File: config.mk
export PLATFORM = sky130hd
export DESIGN_NAME = ref_selector
export DESIGN_NICKNAME = d
export VERILOG_FILES = /design/src/rtl/ref_sel_pkg.sv /design/src/rtl/ref_prio_pick.sv /design/src/rtl/ref_sel_datapath.sv /design/src/rtl/ref_sel_control.sv /design/src/rtl/ref_selector.sv
export SDC_FILE = /design/constraint.sdc
export NUM_CORES = 1
export LEC_CHECK = 0
export ABC_AREA = 1
export BUFFER_PORTS_ARGS = -buffer_cell sky130_fd_sc_hd__buf_2
export CAP_MARGIN = 20
export CORE_ASPECT_RATIO = 1.1
export CORE_MARGIN = 2
export CORE_UTILIZATION = 50
export DETAILED_ROUTE_END_ITERATION = 10
export PLACE_DENSITY_LB_ADDON = 0.05
export RECOVER_POWER = 100
export SLEW_MARGIN = 15
export SYNTH_ARGS = -nofsm -noshare
export SYNTH_HDL_FRONTEND = slang
export SYNTH_HIERARCHICAL = 1
export SYNTH_SLANG_ARGS = --single-unit
File: constraint.sdc
create_clock -name clk -period 7.4 [get_ports clk]
set_input_delay 1.48 -clock clk [delete_from_list [all_inputs] [get_ports clk]]
set_output_delay 1.48 -clock clk [all_outputs]
set_load 0.1 [all_outputs]
File: src/rtl/ref_sel_pkg.sv
package ref_sel_pkg;

  typedef enum logic [1:0] {
    MODE_FREE   = 2'd0,
    MODE_ACQ    = 2'd1,
    MODE_LOCKED = 2'd2,
    MODE_HOLD   = 2'd3
  } loopMode_t;

  // strobes from the mode machine to the datapath
  typedef struct packed {
    logic loadSel;   // load candidate index, fire build-out
    logic runLock;   // lock qualification counter may run
    logic trackWtr;  // wait-to-restore counter may run
  } ctrlStrobe_t;

endpackage

File: src/rtl/ref_prio_pick.sv
module ref_prio_pick #(
  parameter int NUM_IN = 4,
  parameter int PRIO_W = 4,
  parameter int IDX_W  = 2
) (
  input  logic [NUM_IN-1:0]        inValid,
  input  logic [NUM_IN*PRIO_W-1:0] prioVec,
  output logic                     bestValid,
  output logic [IDX_W-1:0]         bestIdx,
  output logic [PRIO_W-1:0]        bestPrio
);

  logic [PRIO_W-1:0] prioArr [NUM_IN];

  for (genvar g = 0; g < NUM_IN; g++) begin : gUnpack
    assign prioArr[g] = prioVec[g*PRIO_W +: PRIO_W];
  end

  // strict less-than keeps the lowest index on a tie
  always_comb begin
    bestValid = 1'b0;
    bestIdx   = '0;
    bestPrio  = '1;
    for (int i = 0; i < NUM_IN; i++) begin
      if (inValid[i] && (prioArr[i] != '0) &&
          (!bestValid || (prioArr[i] < bestPrio))) begin
        bestValid = 1'b1;
        bestIdx   = IDX_W'(i);
        bestPrio  = prioArr[i];
      end
    end
  end

endmodule

File: src/rtl/ref_sel_datapath.sv
module ref_sel_datapath
  import ref_sel_pkg::*;
#(
  parameter int NUM_IN = 4,
  parameter int PRIO_W = 4,
  parameter int IDX_W  = 2,
  parameter int LOCK_W = 8,
  parameter int WTR_W  = 8
) (
  input  logic                     clk,
  input  logic                     rstN,
  input  logic [NUM_IN-1:0]        inValid,
  input  logic [NUM_IN*PRIO_W-1:0] prioVec,
  input  logic                     manualEn,
  input  logic [IDX_W-1:0]         manualSel,
  input  logic                     revertive,
  input  logic                     lockIn,
  input  logic [LOCK_W-1:0]        lockThresh,
  input  logic [WTR_W-1:0]         wtrDelay,
  input  ctrlStrobe_t              strobe,
  output logic [IDX_W-1:0]         selIdx,
  output logic                     pboPulse,
  output logic                     candValid,
  output logic                     curOk,
  output logic                     preemptReady,
  output logic                     lockDone
);

  logic              bestValid;
  logic [IDX_W-1:0]  bestIdx;
  logic [PRIO_W-1:0] bestPrio;
  logic [PRIO_W-1:0] prioArr [NUM_IN];
  logic [PRIO_W-1:0] curPrio;
  logic [IDX_W-1:0]  candIdx;
  logic              betterAvail;
  logic              wtrDone;
  logic [LOCK_W-1:0] lockCnt;
  logic [LOCK_W:0]   lockNext;
  logic [LOCK_W:0]   lockTarget;
  logic [WTR_W-1:0]  wtrCnt;

  ref_prio_pick #(
    .NUM_IN(NUM_IN),
    .PRIO_W(PRIO_W),
    .IDX_W (IDX_W)
  ) uPick (
    .inValid  (inValid),
    .prioVec  (prioVec),
    .bestValid(bestValid),
    .bestIdx  (bestIdx),
    .bestPrio (bestPrio)
  );

  for (genvar g = 0; g < NUM_IN; g++) begin : gPrio
    assign prioArr[g] = prioVec[g*PRIO_W +: PRIO_W];
  end

  assign curPrio = prioArr[selIdx];

  always_comb begin
    candValid   = manualEn ? inValid[manualSel] : bestValid;
    candIdx     = manualEn ? manualSel : bestIdx;
    curOk       = inValid[selIdx] &&
                  (manualEn ? (selIdx == manualSel) : (curPrio != '0));
    betterAvail = !manualEn && revertive && bestValid && (bestPrio < curPrio);
    wtrDone     = (wtrCnt >= wtrDelay);
    if (manualEn) begin
      preemptReady = (manualSel != selIdx) && inValid[manualSel];
    end else begin
      preemptReady = curOk && betterAvail && wtrDone;
    end
  end

  // lock qualification arithmetic, one bit wider than the counter
  assign lockNext   = {1'b0, lockCnt} + {{LOCK_W{1'b0}}, 1'b1};
  assign lockTarget = (lockThresh == '0) ? {{LOCK_W{1'b0}}, 1'b1}
                                         : {1'b0, lockThresh};
  assign lockDone   = lockIn && (lockNext >= lockTarget);

  always_ff @(posedge clk) begin
    if (!rstN) begin
      selIdx   <= '0;
      pboPulse <= 1'b0;
      lockCnt  <= '0;
      wtrCnt   <= '0;
    end else begin
      pboPulse <= strobe.loadSel;
      if (strobe.loadSel) begin
        selIdx <= candIdx;
      end

      if (strobe.loadSel || !strobe.runLock || !lockIn) begin
        lockCnt <= '0;
      end else if (!lockDone) begin
        lockCnt <= lockNext[LOCK_W-1:0];
      end

      if (strobe.loadSel || !(strobe.trackWtr && curOk && betterAvail)) begin
        wtrCnt <= '0;
      end else if (!wtrDone) begin
        wtrCnt <= wtrCnt + 1'b1;
      end
    end
  end

endmodule

File: src/rtl/ref_sel_control.sv
module ref_sel_control
  import ref_sel_pkg::*;
(
  input  logic        clk,
  input  logic        rstN,
  input  logic        candValid,
  input  logic        curOk,
  input  logic        preemptReady,
  input  logic        lockDone,
  input  logic        lockIn,
  output loopMode_t   mode,
  output ctrlStrobe_t strobe
);

  loopMode_t nextMode;
  logic      everLocked;
  logic      nextEver;
  logic      doLoad;

  always_comb begin
    nextMode = mode;
    nextEver = everLocked;
    doLoad   = 1'b0;
    unique case (mode)
      MODE_FREE, MODE_HOLD: begin
        if (candValid) begin
          doLoad   = 1'b1;
          nextMode = MODE_ACQ;
        end
      end
      MODE_ACQ, MODE_LOCKED: begin
        if (preemptReady) begin
          doLoad   = 1'b1;
          nextMode = MODE_ACQ;
        end else if (!curOk) begin
          nextMode = everLocked ? MODE_HOLD : MODE_FREE;
        end else if ((mode == MODE_ACQ) && lockDone) begin
          nextMode = MODE_LOCKED;
          nextEver = 1'b1;
        end else if ((mode == MODE_LOCKED) && !lockIn) begin
          nextMode = MODE_ACQ;
        end
      end
      default: nextMode = MODE_FREE;
    endcase
  end

  always_comb begin
    strobe.loadSel  = doLoad;
    strobe.runLock  = (mode == MODE_ACQ);
    strobe.trackWtr = (mode == MODE_ACQ) || (mode == MODE_LOCKED);
  end

  always_ff @(posedge clk) begin
    if (!rstN) begin
      mode       <= MODE_FREE;
      everLocked <= 1'b0;
    end else begin
      mode       <= nextMode;
      everLocked <= nextEver;
    end
  end

endmodule

File: src/rtl/ref_selector.sv
module ref_selector
  import ref_sel_pkg::*;
#(
  parameter int NUM_IN = 4,
  parameter int PRIO_W = 4,
  parameter int IDX_W  = 2,
  parameter int LOCK_W = 8,
  parameter int WTR_W  = 8
) (
  input  logic                     clk,
  input  logic                     rstN,
  input  logic [NUM_IN-1:0]        inValid,
  input  logic [NUM_IN*PRIO_W-1:0] prioVec,
  input  logic                     manualEn,
  input  logic [IDX_W-1:0]         manualSel,
  input  logic                     revertive,
  input  logic                     lockIn,
  input  logic [LOCK_W-1:0]        lockThresh,
  input  logic [WTR_W-1:0]         wtrDelay,
  output logic [IDX_W-1:0]         selIdx,
  output logic [1:0]               mode,
  output logic                     wideBw,
  output logic                     pboPulse
);

  ctrlStrobe_t strobe;
  loopMode_t   modeQ;
  logic        candValid;
  logic        curOk;
  logic        preemptReady;
  logic        lockDone;

  ref_sel_datapath #(
    .NUM_IN(NUM_IN),
    .PRIO_W(PRIO_W),
    .IDX_W (IDX_W),
    .LOCK_W(LOCK_W),
    .WTR_W (WTR_W)
  ) uData (
    .clk         (clk),
    .rstN        (rstN),
    .inValid     (inValid),
    .prioVec     (prioVec),
    .manualEn    (manualEn),
    .manualSel   (manualSel),
    .revertive   (revertive),
    .lockIn      (lockIn),
    .lockThresh  (lockThresh),
    .wtrDelay    (wtrDelay),
    .strobe      (strobe),
    .selIdx      (selIdx),
    .pboPulse    (pboPulse),
    .candValid   (candValid),
    .curOk       (curOk),
    .preemptReady(preemptReady),
    .lockDone    (lockDone)
  );

  ref_sel_control uCtrl (
    .clk         (clk),
    .rstN        (rstN),
    .candValid   (candValid),
    .curOk       (curOk),
    .preemptReady(preemptReady),
    .lockDone    (lockDone),
    .lockIn      (lockIn),
    .mode        (modeQ),
    .strobe      (strobe)
  );

  assign mode   = modeQ;
  assign wideBw = (modeQ == MODE_ACQ);

endmodule

# After elaboration in Yosys (flattened, before gate mapping)
# Cells that the tools add are included.
# classes
addsub	2
n_mul	0
div	0
magnitude_cmp	9
eq_ne	7
n_shift	0
mux	33
bitwise_logic	3
reduce_logical	46
# op_table
operator	count
2-to-1 mux 4 bit	6
nonzero test 4 bit	5
logical AND 1 bit	19
2-to-1 mux 2 bit	9
less-than comparator 4 bit	4
2-to-1 mux 1 bit	12
adder 8 x 1 -> 9 bit (second input constant)	1
greater-or-equal comparator 9 bit	1
adder 8 x 1 -> 8 bit (second input constant)	1
binary-select mux 4 bit (select 2 bit)	1
greater-or-equal comparator 8 bit	1
zero test 8 bit	1
2-to-1 mux 8 bit	1
OR reduction 2 bit	4
zero test 1 bit	7
logical OR 1 bit	7
less-than comparator 2 x 3 -> 1 bit (second input constant)	2
inequality test 5 bit (second input constant)	1
binary-select mux 1 bit (select 2 bit)	2
== test 2 bit (second input constant)	2
case mux 2 bit (2 select lines)	1
AND reduction 4 bit	1
greater-or-equal comparator 3 bit (second input constant)	1
inverter 2 -> 3 bit	1
8 further kinds	9
# totals
register_bits	22
latch_bits	0
ramBits	0
rom_bits	0
input_bits	43
out_inout_bits	6
word_cells	106
n_memories	0

# Longest topological paths before layout
# Gate-level depths: netlist of the first run.
# depth
ltp_word	25
mapped_depth	45
mapped_depth_nobuf	44

# Modules after synthesis
# Netlist of the first run, hierarchy kept.
# modules_own_cells
module	n_inst	cells_per_inst	area_per_inst_um2	seq_area_each_um2
ref_sel_datapath	1	306	1851.8	380.4
ref_prio_pick	1	100	581.8	0.0
ref_sel_control	1	42	244.0	60.1
ref_selector	1	2	10.0	0.0

# Least setup slack after synthesis of the first run
# Ideal clock, no wire load.
# synth_timing
path_kind	input-to-reg
startpoint	input port prioVec[3]
endpoint	register uData.lockCnt[0]
setup_time_ns	0.064
arrival_ns	5.911
required_ns	7.336
path_slack_ns	1.425
cell_stages	42
path_buffers	1
path_cell_list	nor2_1 > nand2_2 > nand2_1 > nor2_1 > ha_1 > nand2_1 > a21oi_1 > nand2_1 > nand2_1 > nand2_2 > nand2_4 > nor2_1 > a21oi_1 > ha_1 > nand2_1 > nand2_1 > nand2_1 > nand2_1 > [6 not listed] > nand2_4 > nand2_4 > nand2_1 > nand2_1 > ha_1 > nand2_1 > a21oi_1 > nor2_4 > nand2_1 > nand2_1 > nor2_2 > nor2_1 > buf_4 > nor2_1 > inv_1 > nor2_1 > nand2_1 > nor2_1
# synth_between
elab_chain_len	25
word_cells_on_any_way	41
cone_classes	4 x order compare; 17 x mux; 20 x reduce/logical
# synth_rtl
item	line	text
start: declaration	ref_selector.sv:13	input logic [NUM_IN*PRIO_W-1:0] prioVec,
nonzero test 4 bit	ref_prio_pick.sv:25	if (inValid[i] && (prioArr[i] != '0) &&
logical AND 1 bit	ref_prio_pick.sv:25	
2-to-1 mux 4 bit or 2-to-1 mux 1 bit (tied branches)	ref_prio_pick.sv:25	
less-than comparator 4 bit or zero test 1 bit (tied branches)	ref_prio_pick.sv:26	(!bestValid || (prioArr[i] < bestPrio))) begin
logical OR 1 bit	ref_prio_pick.sv:26	
logical AND 1 bit	ref_prio_pick.sv:25	
2-to-1 mux 4 bit or 2-to-1 mux 1 bit (tied branches)	ref_prio_pick.sv:25	
less-than comparator 4 bit or zero test 1 bit (tied branches)	ref_prio_pick.sv:26	
[7 not listed]	n/a	
net uData.bestPrio[3]	ref_sel_datapath.sv:31	logic [PRIO_W-1:0] bestPrio;
[2 not listed]	n/a	
logical AND 1 bit * (2 in a row)	ref_sel_datapath.sv:70	preemptReady = curOk && betterAvail && wtrDone;
2-to-1 mux 1 bit *	ref_sel_datapath.sv:67	if (manualEn) begin
net preemptReady	ref_selector.sv:30	logic preemptReady;
2-to-1 mux 1 bit *	ref_sel_control.sv:32	if (preemptReady) begin
case mux 1 bit (2 select lines) *	ref_sel_control.sv:24	unique case (mode)
net uCtrl.doLoad	ref_sel_control.sv:18	logic doLoad;
logical OR 1 bit * (2 in a row)	ref_sel_datapath.sv:92	if (strobe.loadSel || !strobe.runLock || !lockIn) begin
OR reduction 2 bit (no source line) *	n/a	
end signal: assignment	ref_sel_datapath.sv:95	lockCnt <= lockNext[LOCK_W-1:0];
end: declaration	ref_sel_datapath.sv:37	logic [LOCK_W-1:0] lockCnt;
# The timed path passes the listed nets; every way through them passes the cells marked *. The select of a mux whose other input is x is not followed.
# A chain may end at the register's enable or synchronous reset.

==> impl_metrics.py, run 1 <==
metrics = {
    "timing": {
        "maxSlewViolCount": 0,
        "worst_slew_pin_slew_ps": 1165,
        "report.final.hold_viol_count": 0,
        "slew_headroom_pct": 22.65,
        "fmax_mhz": 150.5,
        "setup_violations": 0,
        "fin_setup_tns_ps": 0,
        "min_period_ps": 6643,
        "rsz0062_at_grt": "false",
        "whs_ps": 486.7,
        "skew_ps": 4.237,
        "period_share_pct": 89.77,
    },
    "global_routing": {
        "grt_pass1_vias": 2489,
        "antenna_found_initial": 0,
        "overflow": 0,
        "grt_max_degree": 18,
        "grt_usage_pct": 21.06,
        "grt_pass1_wl_um": 10220,
    },
    "clocking": {
        "ctsHoldBuffers": 0,
        "clock_sinks": 22,
        "cts_tree": "yes",
        "htree_levels": 1,
        "insertion_delay_ps": 260,
        "cts_made_buffers": 3,
        "root_buffer": "clkbuf_8",
        "cts_resized": 0,
        "path_clk_slew_ps": 80,
        "clockBufferDepth": 2,
        "postCtsSetupBuffers": 0,
    },
    "floorplan": {
        "dieArea_mm2": 0.005979,
        "die_y_um": 80.90,
        "initial_core_util_pct": 50.80,
        "die_x_um": 73.91,
        "rows": 28,
        "io_pins": 49,
        "design.core.area_mm2": 0.005290,
    },
    "synthesis": {
        "synth_edf_count": 0,
        "synth_fp_nets": 524,
        "ys_warn_count": 6,
        "synth.mux.area_fraction_pct": 0,
        "synthCells": 450,
        "ys_async_sr_fraction_pct": 0,
        "seq_area_frac_synth_pct": 16.39,
        "synth_seq_cells": 22,
        "syn_avg_cell_area_um2": 5.972,
        "synth_ff_type": "dfxtp_1",
        "synth-compound-area-share_pct": 9.590,
        "synthAdderAreaFrac_pct": 14.43,
        "syn_area_mm2": 0.002688,
        "synthXorXnorAreaFrac_pct": 3.259,
        "synth_top_family_by_area": "simple AND/OR/NAND/NOR gates",
        "yosys.area_share.simple_pct": 41.29,
        "ys_types": 38,
    },
    "placed_design": {
        "placed_area_mm2": 0.002975,
        "hpwl_um": 4975,
        "port_buffers": 48,
        "place.gp.congestion": 0.8766,
    },
    "routing": {
        "via_per_inst": 4.799,
        "wl_met1_um": 2844,
        "wl_per_cell_um": 10.42,
        "drt-initial-drc-count": 105,
        "drt-total-wl_um": 5960,
        "top_layer": "met4",
        "wl_met3_um": 172,
        "drtPass1Iterations": 5,
        "drtAntennaViolNets": 0,
        "vias": 2745,
        "drc": 0,
        "wl_met2_um": 2915,
    },
    "setup_path": {
        "rrSetupSlack_ps": 4400,
        "path_class": "input pin to flop",
        "cp_slowest_cell": "o21ai_0",
        "required_ps": 7560,
        "timing.critical_path.mode_cell": "nand2_1",
        "worstSetupStartpointType": "input pin",
        "worstSetupEndpointType": "flop",
        "cp.arrival_ps": 6800,
        "cp_slowest_stage_delay_ps": 340,
        "crit_fanout": 9,
    },
    "status": {
        "outcome": "finished clean",
    },
    "layout": {
        "final_area_mm2": 0.003009,
        "areaGrowthSynthToFinish_pct": 11.96,
        "insertedDiodeCount": 0,
        "drive_gt1_share_pct": 14.29,
        "final_nets": 572,
    },
    "pwr": {
        "power.total_mw": 0.6554,
        "ir_drop_v": 0.0002031,
        "power_density_mw_per_mm2": 217.8,
        "power.leakage_nw": 1.763,
    },
    "job": {
        "cap_violations": 0,
    },
    "hold_path": {
        "hold_path.class": "flop to flop",
    },
}
[through the flow]
| step | util [%] | std cells | worst slack (ps) |
|---|---|---|---|
| 3_5_place_dp | 56.24 | 568 | 646.5 |
| 5_1_grt | 56.88 | 572 | 100.6 |
| 3_3_place_gp | 56.24 | 568 | 781.0 |
| 6_report | 56.88 | 572 | 757.3 |
| 2_1_floorplan | - | 450 | 1425 |
| 4_1_cts | 57.28 | 572 | 912.0 |
[power breakdown]
| group | switching, mW | total [mW] | internal [mW] |
|---|---|---|---|
| logic | 0.300 | 0.410 | 0.109 |
| clock network | 0.0384 | 0.0858 | 0.0474 |
| registers | 0.0275 | 0.160 | 0.133 |
| total | 0.366 | 0.655 | 0.289 |
[critical path, delay by kind of cell]
family / cells / cell delay [ps]
AOI/OAI and AO/OA: 5 / 1150
adders and majority gates: 4 / 1210
buffers and inverters: 2 / 230
and+or+nand+nor: 31 / 2720
[registers in the layout (all words and copies together), names as in the netlist]
register	cells
uData/lockCnt	8
uData/wtrCnt	8
uCtrl/mode	2
uData/selIdx	2
uCtrl/everLocked	1
uData/pboPulse	1
[layout make-up]
cell class	count	area (um^2)
inverter	94	357.8
multi-input combinational	329	1831
sequential	22	440.4
timing repair buffer	48	231.5
tap	75	93.84
clock buffer	4	55.05
fill	573	2281
[path summary, 6_finish.rpt]
| path | endpoint | cells past startpoint | startpoint |
|---|---|---|---|
| worst max-delay path | uData/wtrCnt[5] | 42 | prioVec[0] |
| worst min register to register | uCtrl/everLocked | 2 | uCtrl/everLocked |
| worst min-delay path | uCtrl/everLocked | 2 | uCtrl/everLocked |
| worst max register to register | uData/wtrCnt[5] | 17 | uData/selIdx[0] |
[cell families (layout without fill, tap and decap cells)]
kind of cell | after synthesis | in the layout
AOI/OAI and AO/OA | 42 | 42
adders and majority gates | 31 | 31
and+or+nand+nor | 246 | 246
DFF | 22 | 22
buffers and inverters | 99 | 146
xor gates and xnor gates | 10 | 10
[routing by layer]
layer | vias up | global-route usage (%)
li1 | 1489 | -
met1 | 1210 | 25.34
met2 | 44 | 39.73
met3 | 2 | 2.233
met4 | 0 | 4.364
met5 | - | 0
[cells in the final DEF (no fill, tap or decap), drive strengths merged, types with 2 or more instances in the layout]
| cell type | netlist | routed |
|---|---|---|
| clkbuf | 0 | 11 |
| xnor2 | 3 | 3 |
| nor3 | 5 | 5 |
| o22ai | 2 | 2 |
| inv | 93 | 93 |
| o41ai | 2 | 2 |
| buf | 5 | 41 |
| nand2 | 141 | 141 |
| a21oi | 14 | 14 |
| nand4 | 4 | 4 |
| ha | 31 | 31 |
| nor2 | 55 | 55 |
| a21boi | 2 | 2 |
| o211ai | 3 | 3 |
| xor2 | 7 | 7 |
| o21ai | 14 | 14 |
| dfxtp | 22 | 22 |
| nand3 | 37 | 37 |
[synth_stat cells, types with 2 or more instances]
| cell type | count | area [um^2] |
|---|---|---|
| nor2_1 | 48 | 180.2 |
| xnor2_1 | 3 | 26.28 |
| nor2_2 | 6 | 37.54 |
| nand3_1 | 33 | 165.2 |
| xor2_1 | 7 | 61.31 |
| inv_1 | 91 | 341.6 |
| nand2_1 | 129 | 484.2 |
| a21oi_1 | 14 | 70.07 |
| buf_6 | 3 | 33.78 |
| ha_1 | 31 | 387.9 |
| nand4_1 | 4 | 25.02 |
| nor3_1 | 5 | 25.02 |
| o211ai_1 | 3 | 22.52 |
| nand2_4 | 7 | 78.83 |
| dfxtp_1 | 22 | 440.4 |
| nand2_2 | 5 | 31.28 |
| o22ai_1 | 2 | 12.51 |
| o21ai_0 | 13 | 65.06 |
| nand3_2 | 4 | 40.04 |
| o41ai_1 | 2 | 17.52 |
Power figures use the tool's default switching activity.
==> inputs of run 2 (changes only) <==
--- a/config.mk
+++ b/config.mk
@@ -12,9 +12,9 @@
 export CORE_MARGIN = 2
 export CORE_UTILIZATION = 50
 export DETAILED_ROUTE_END_ITERATION = 10
-export PLACE_DENSITY_LB_ADDON = 0.05
+export PLACE_DENSITY = 0.73
 export RECOVER_POWER = 100
-export SLEW_MARGIN = 15
+export SLEW_MARGIN = 20
 export SYNTH_ARGS = -nofsm -noshare
 export SYNTH_HDL_FRONTEND = slang
 export SYNTH_HIERARCHICAL = 1
==> impl_metrics.py, run 2 (synthesis gave the netlist of run 1 again) <==
metrics = {
    "floorplan": {
        "initial_core_util_pct": 50.80,
        "dieArea_mm2": 0.005979,
        "design.core.area_mm2": 0.005290,
        "io_pins": 49,
        "rows": 28,
        "die_y_um": 80.90,
        "die_x_um": 73.91,
    },
    "layout": {
        "final_nets": 572,
        "layout_commonest_cell": "nand2_1",
        "top_regs": "uData/lockCnt: 8 flops, uData/wtrCnt: 8 flops",
        "insertedDiodeCount": 0,
        "areaGrowthSynthToFinish_pct": 11.82,
        "n_fill_cell": 548,
        "final_area_mm2": 0.003005,
        "drive_gt1_share_pct": 14.49,
        "final_cell_mix": "131 x nand2_1, 91 x inv_1, 49 x nor2_1, 42 x buf_2, 33 x nand3_1",
    },
    "global_routing": {
        "grt_use_met3_pct": 1.365,
        "antenna_found_initial": 0,
        "overflow": 0,
        "grt_use_met1_pct": 24.19,
        "grt_max_degree": 18,
        "grt_pass1_wl_um": 10270,
        "grt_pass1_vias": 2551,
        "grt_usage_pct": 20.97,
        "busiest_layer": "met2",
        "grtUsageMet2_pct": 40.98,
    },
    "placed_design": {
        "hpwl_um": 4909,
        "port_buffers": 48,
        "place.gp.congestion": 0.8893,
        "placed_area_mm2": 0.002975,
    },
    "clocking": {
        "ctsHoldBuffers": 0,
        "cts_resized": 0,
        "cts_tree": "yes",
        "path_clk_slew_ps": 80,
        "cts_made_buffers": 3,
        "clock_sinks": 22,
        "htree_levels": 1,
        "postCtsSetupBuffers": 0,
        "root_buffer": "clkbuf_8",
        "clockBufferDepth": 2,
        "insertion_delay_ps": 260,
    },
    "timing": {
        "worst_slew_pin_slew_ps": 1174,
        "min_period_ps": 6742,
        "whs_ps": 492.0,
        "slew_headroom_pct": 22.06,
        "fmax_mhz": 148.3,
        "setup_violations": 0,
        "rsz0062_at_grt": "false",
        "skew_ps": 5.235,
        "maxSlewViolCount": 0,
        "report.final.hold_viol_count": 0,
        "fin_setup_tns_ps": 0,
        "period_share_pct": 91.11,
    },
    "routing": {
        "via_per_inst": 4.783,
        "drtPass1Iterations": 5,
        "drtAntennaViolNets": 0,
        "drt-initial-drc-count": 107,
        "vias": 2736,
        "drt-total-wl_um": 5873,
        "wl_per_cell_um": 10.27,
        "drc": 0,
    },
    "setup_path": {
        "endpoint": "uData/wtrCnt[3]",
        "r2r_end": "uData/wtrCnt[3]",
        "required_ps": 7550,
        "cp_top_family": "simple AND/OR/NAND/NOR gates",
        "cp_slowest_stage_delay_ps": 340,
        "path_class": "input pin to flop",
        "critical_path_buf_inv_count": 2,
        "rrSetupSlack_ps": 4390,
        "rr_startpoint": "uData/selIdx[0]",
        "cp.arrival_ps": 6890,
        "crit_start": "prioVec[3]",
        "timing.critical_path.mode_cell": "nand2_1",
        "cp_slowest_cell": "o21ai_0",
        "worstSetupStartpointType": "input pin",
        "crit_fanout": 9,
        "worstSetupEndpointType": "flop",
        "cp.depth": 42,
        "r2r_cells": 17,
    },
    "pwr": {
        "power.leakage_nw": 1.751,
        "power_density_mw_per_mm2": 215.7,
        "ir_drop_v": 0.0001834,
    },
    "status": {
        "outcome": "finished clean",
    },
    "hold_path": {
        "hp-start": "uCtrl/everLocked",
        "hold_path.class": "flop to flop",
    },
    "job": {
        "cap_violations": 0,
    },
}
[run 2: routing by layer]
| metal | wire length [um] | vias up |
|---|---|---|
| li1 | - | 1491 |
| met3 | 154 | 2 |
| met2 | 3096 | 47 |
| met5 | 0 | - |
| met4 | 31 | 0 |
| met1 | 2591 | 1196 |
[run 2: final cells by class]
class                   count  area, um^2  area share (%)
well taps                  75       93.84           3.122
inverters                  94       357.8           11.91
repair buffers             48       232.7           7.744
multi-input cells         329        1826           60.74
clock buffers               4       55.05           1.832
flip-flops and latches     22       440.4           14.65
[run 2: worst reg2reg max path, cell delays in order (launching register included)]
cell and delay [ps]:
dfxtp_1 650, inv_6 120, nand2_1 90, nand3_1 60, nand2_1 110, ha_1 250, a211oi_1 300, nand3_2 100
nor2_1 250, nand2_1 80, nand2_1 100, nor2_2 60, nor2_1 150, nor2_1 60, inv_1 100, nor2_1 90
nand2_1 250, nor2_1 70
[run 2: worst min path at each step]
stage,end,cells after the start
after floorplan,uCtrl/everLocked,2
after global placement,uCtrl/everLocked,2
after detailed placement,uCtrl/everLocked,2
after CTS,uCtrl/everLocked,2
after global routing,uCtrl/everLocked,2
final,uCtrl/everLocked,2
[run 2: per-stage QoR]
stage	setup WS (ps)	std cells	util (%)	total power [mW]
after CTS	843.7	572	57.28	0.6621
after global routing	60.45	572	56.81	0.7067
after floorplan	1425	450	-	0.5098
after global placement	757.7	568	56.24	0.5690
final	657.6	572	56.81	0.6484
after detailed placement	595.9	568	56.24	0.5764
[run 2: where the power goes]
part	internal [mW]	switching, mW	total [mW]
registers	0.133	0.0254	0.158
clock network	0.0473	0.0367	0.0840
logic	0.109	0.297	0.406
total	0.289	0.359	0.648
==> inputs of run 3 (changes only) <==
--- a/config.mk
+++ b/config.mk
@@ -10,9 +10,9 @@
 export CAP_MARGIN = 20
 export CORE_ASPECT_RATIO = 1.1
 export CORE_MARGIN = 2
-export CORE_UTILIZATION = 50
+export CORE_UTILIZATION = 45
 export DETAILED_ROUTE_END_ITERATION = 10
-export PLACE_DENSITY = 0.73
+export PLACE_DENSITY = 0.67
 export RECOVER_POWER = 100
 export SLEW_MARGIN = 20
 export SYNTH_ARGS = -nofsm -noshare
==> impl_metrics.py, run 3 (synthesis gave the netlist of run 1 again) <==
metrics = {
    "routing": {
        "drtAntennaViolNets": 0,
        "wl_per_cell_um": 10.36,
        "via_per_inst": 4.864,
        "drt-total-wl_um": 5938,
        "drc": 0,
        "vias": 2787,
        "drtPass1Iterations": 4,
        "drt-initial-drc-count": 76,
    },
    "clocking": {
        "clockBufferDepth": 2,
        "path_clk_slew_ps": 70,
        "ctsHoldBuffers": 0,
        "cts_tree": "yes",
        "htree_levels": 1,
        "clock_sinks": 22,
        "cts_resized": 0,
        "postCtsSetupBuffers": 0,
        "cts_made_buffers": 3,
        "root_buffer": "clkbuf_8",
        "insertion_delay_ps": 250,
    },
    "global_routing": {
        "grt_usage_pct": 18.34,
        "grt_max_degree": 18,
        "grt_pass1_wl_um": 10230,
        "antenna_found_initial": 0,
        "grt_pass1_vias": 2558,
        "overflow": 0,
    },
    "floorplan": {
        "initial_core_util_pct": 46.58,
        "design.core.area_mm2": 0.005769,
        "die_x_um": 77.69,
        "dieArea_mm2": 0.006607,
        "rows": 29,
        "die_y_um": 85.05,
        "io_pins": 49,
    },
    "timing": {
        "report.final.hold_viol_count": 0,
        "fin_setup_tns_ps": 0,
        "min_period_ps": 6647,
        "setup_violations": 0,
        "slew_headroom_pct": 22.61,
        "fmax_mhz": 150.4,
        "worst_slew_pin_slew_ps": 1166,
        "period_share_pct": 89.83,
        "maxSlewViolCount": 0,
        "skew_ps": 2.657,
        "rsz0062_at_grt": "false",
    },
    "hold_path": {
        "hold_path.class": "flop to flop",
    },
    "pwr": {
        "power.leakage_nw": 1.744,
        "power_density_mw_per_mm2": 211.3,
        "ir_drop_v": 0.0001463,
    },
    "layout": {
        "multi_input_area_mm2": 0.001823,
        "top_regs": "uData/lockCnt: 8 flops, uData/wtrCnt: 8 flops",
        "n_fill_cell": 603,
        "insertedDiodeCount": 0,
        "areaGrowthSynthToFinish_pct": 11.31,
        "layout_commonest_cell": "nand2_1",
        "final_nets": 572,
        "instances_no_fill": 573,
        "final-seq-area_um2": 440.4,
        "drive_gt1_share_pct": 14.11,
        "final_cell_mix": "132 x nand2_1, 91 x inv_1, 49 x nor2_1, 42 x buf_2, 33 x nand3_1",
    },
    "setup_path": {
        "cp_slowest_stage_delay_ps": 310,
        "cp_slowest_cell": "o21ai_0",
        "crit_fanout": 9,
        "timing.critical_path.mode_cell": "nand2_1",
        "path_class": "input pin to flop",
        "required_ps": 7540,
        "cp.arrival_ps": 6790,
        "worstSetupStartpointType": "input pin",
        "worstSetupEndpointType": "flop",
    },
    "status": {
        "outcome": "finished clean",
    },
    "placed_design": {
        "hpwl_um": 5005,
        "port_buffers": 48,
        "place.gp.congestion": 0.8791,
        "dp.cells": 570,
    },
    "job": {
        "cap_violations": 0,
    },
}
==> run 3: changes by cell type in the layout (fill, tap and decap cells not counted), sizes merged <==
cell,delta
clkbuf,-1
==> run 3: critical path: cells and delay by family <==
kind,cells,cell delay [ps]
and+or+nand+nor,31,2750
buffers and inverters,2,230
adders and majority gates,4,1180
AOI/OAI and AO/OA,5,1100
==> run 3: worst paths after layout <==
kind	startpoint	end	slack (ps)	depth (start not counted)
setup / recovery	prioVec[0]	uData/wtrCnt[5]	750	42
setup reg to reg	uData/selIdx[0]	uData/wtrCnt[5]	4440	17
hold / removal	uCtrl/everLocked	uCtrl/everLocked	490	2
hold reg to reg	uCtrl/everLocked	uCtrl/everLocked	490	2
==> run 3: metal layers <==
metal  routed length, um  part of all wire (%)  GRT usage (%)  up-vias
met5                   0                     0              0        -
met4                  92                   1.5          4.870        0
met3                 242                   4.1          2.553       11
met2                2954                    50          35.34       72
met1                2649                    45          20.82     1209
li1                    -                     -              -     1495
==> run 3: power breakdown <==
| part | total, mW | switching, mW | internal [mW] |
|---|---|---|---|
| Sequential | 0.158 | 0.0252 | 0.133 |
| Combinational | 0.404 | 0.295 | 0.108 |
| Clock | 0.0706 | 0.0344 | 0.0362 |
| Total | 0.632 | 0.355 | 0.277 |
==> run 3: final cells by class <==
class	instances	share of cell area [%]
clock buffers	3	1.380
multi-input cells	329	60.94
flip-flops and latches	22	14.72
well taps	77	3.220
inverters	94	11.96
repair buffers	48	7.779
==> run 3: metrics by stage <==
step,utilization [%],hold WS (ps),cell area [um^2],worst slack (ps),total power [mW]
6_report,51.85,485.9,2992,752.6,0.6321
5_1_grt,51.85,526.3,2992,109.6,0.6952
4_1_cts,52.33,485.8,3019,833.0,0.6475
3_5_place_dp,51.62,474.8,2978,587.2,0.5756
3_3_place_gp,51.62,476.5,2978,773.1,0.5680
2_1_floorplan,-,454.3,2688,1425,0.5098
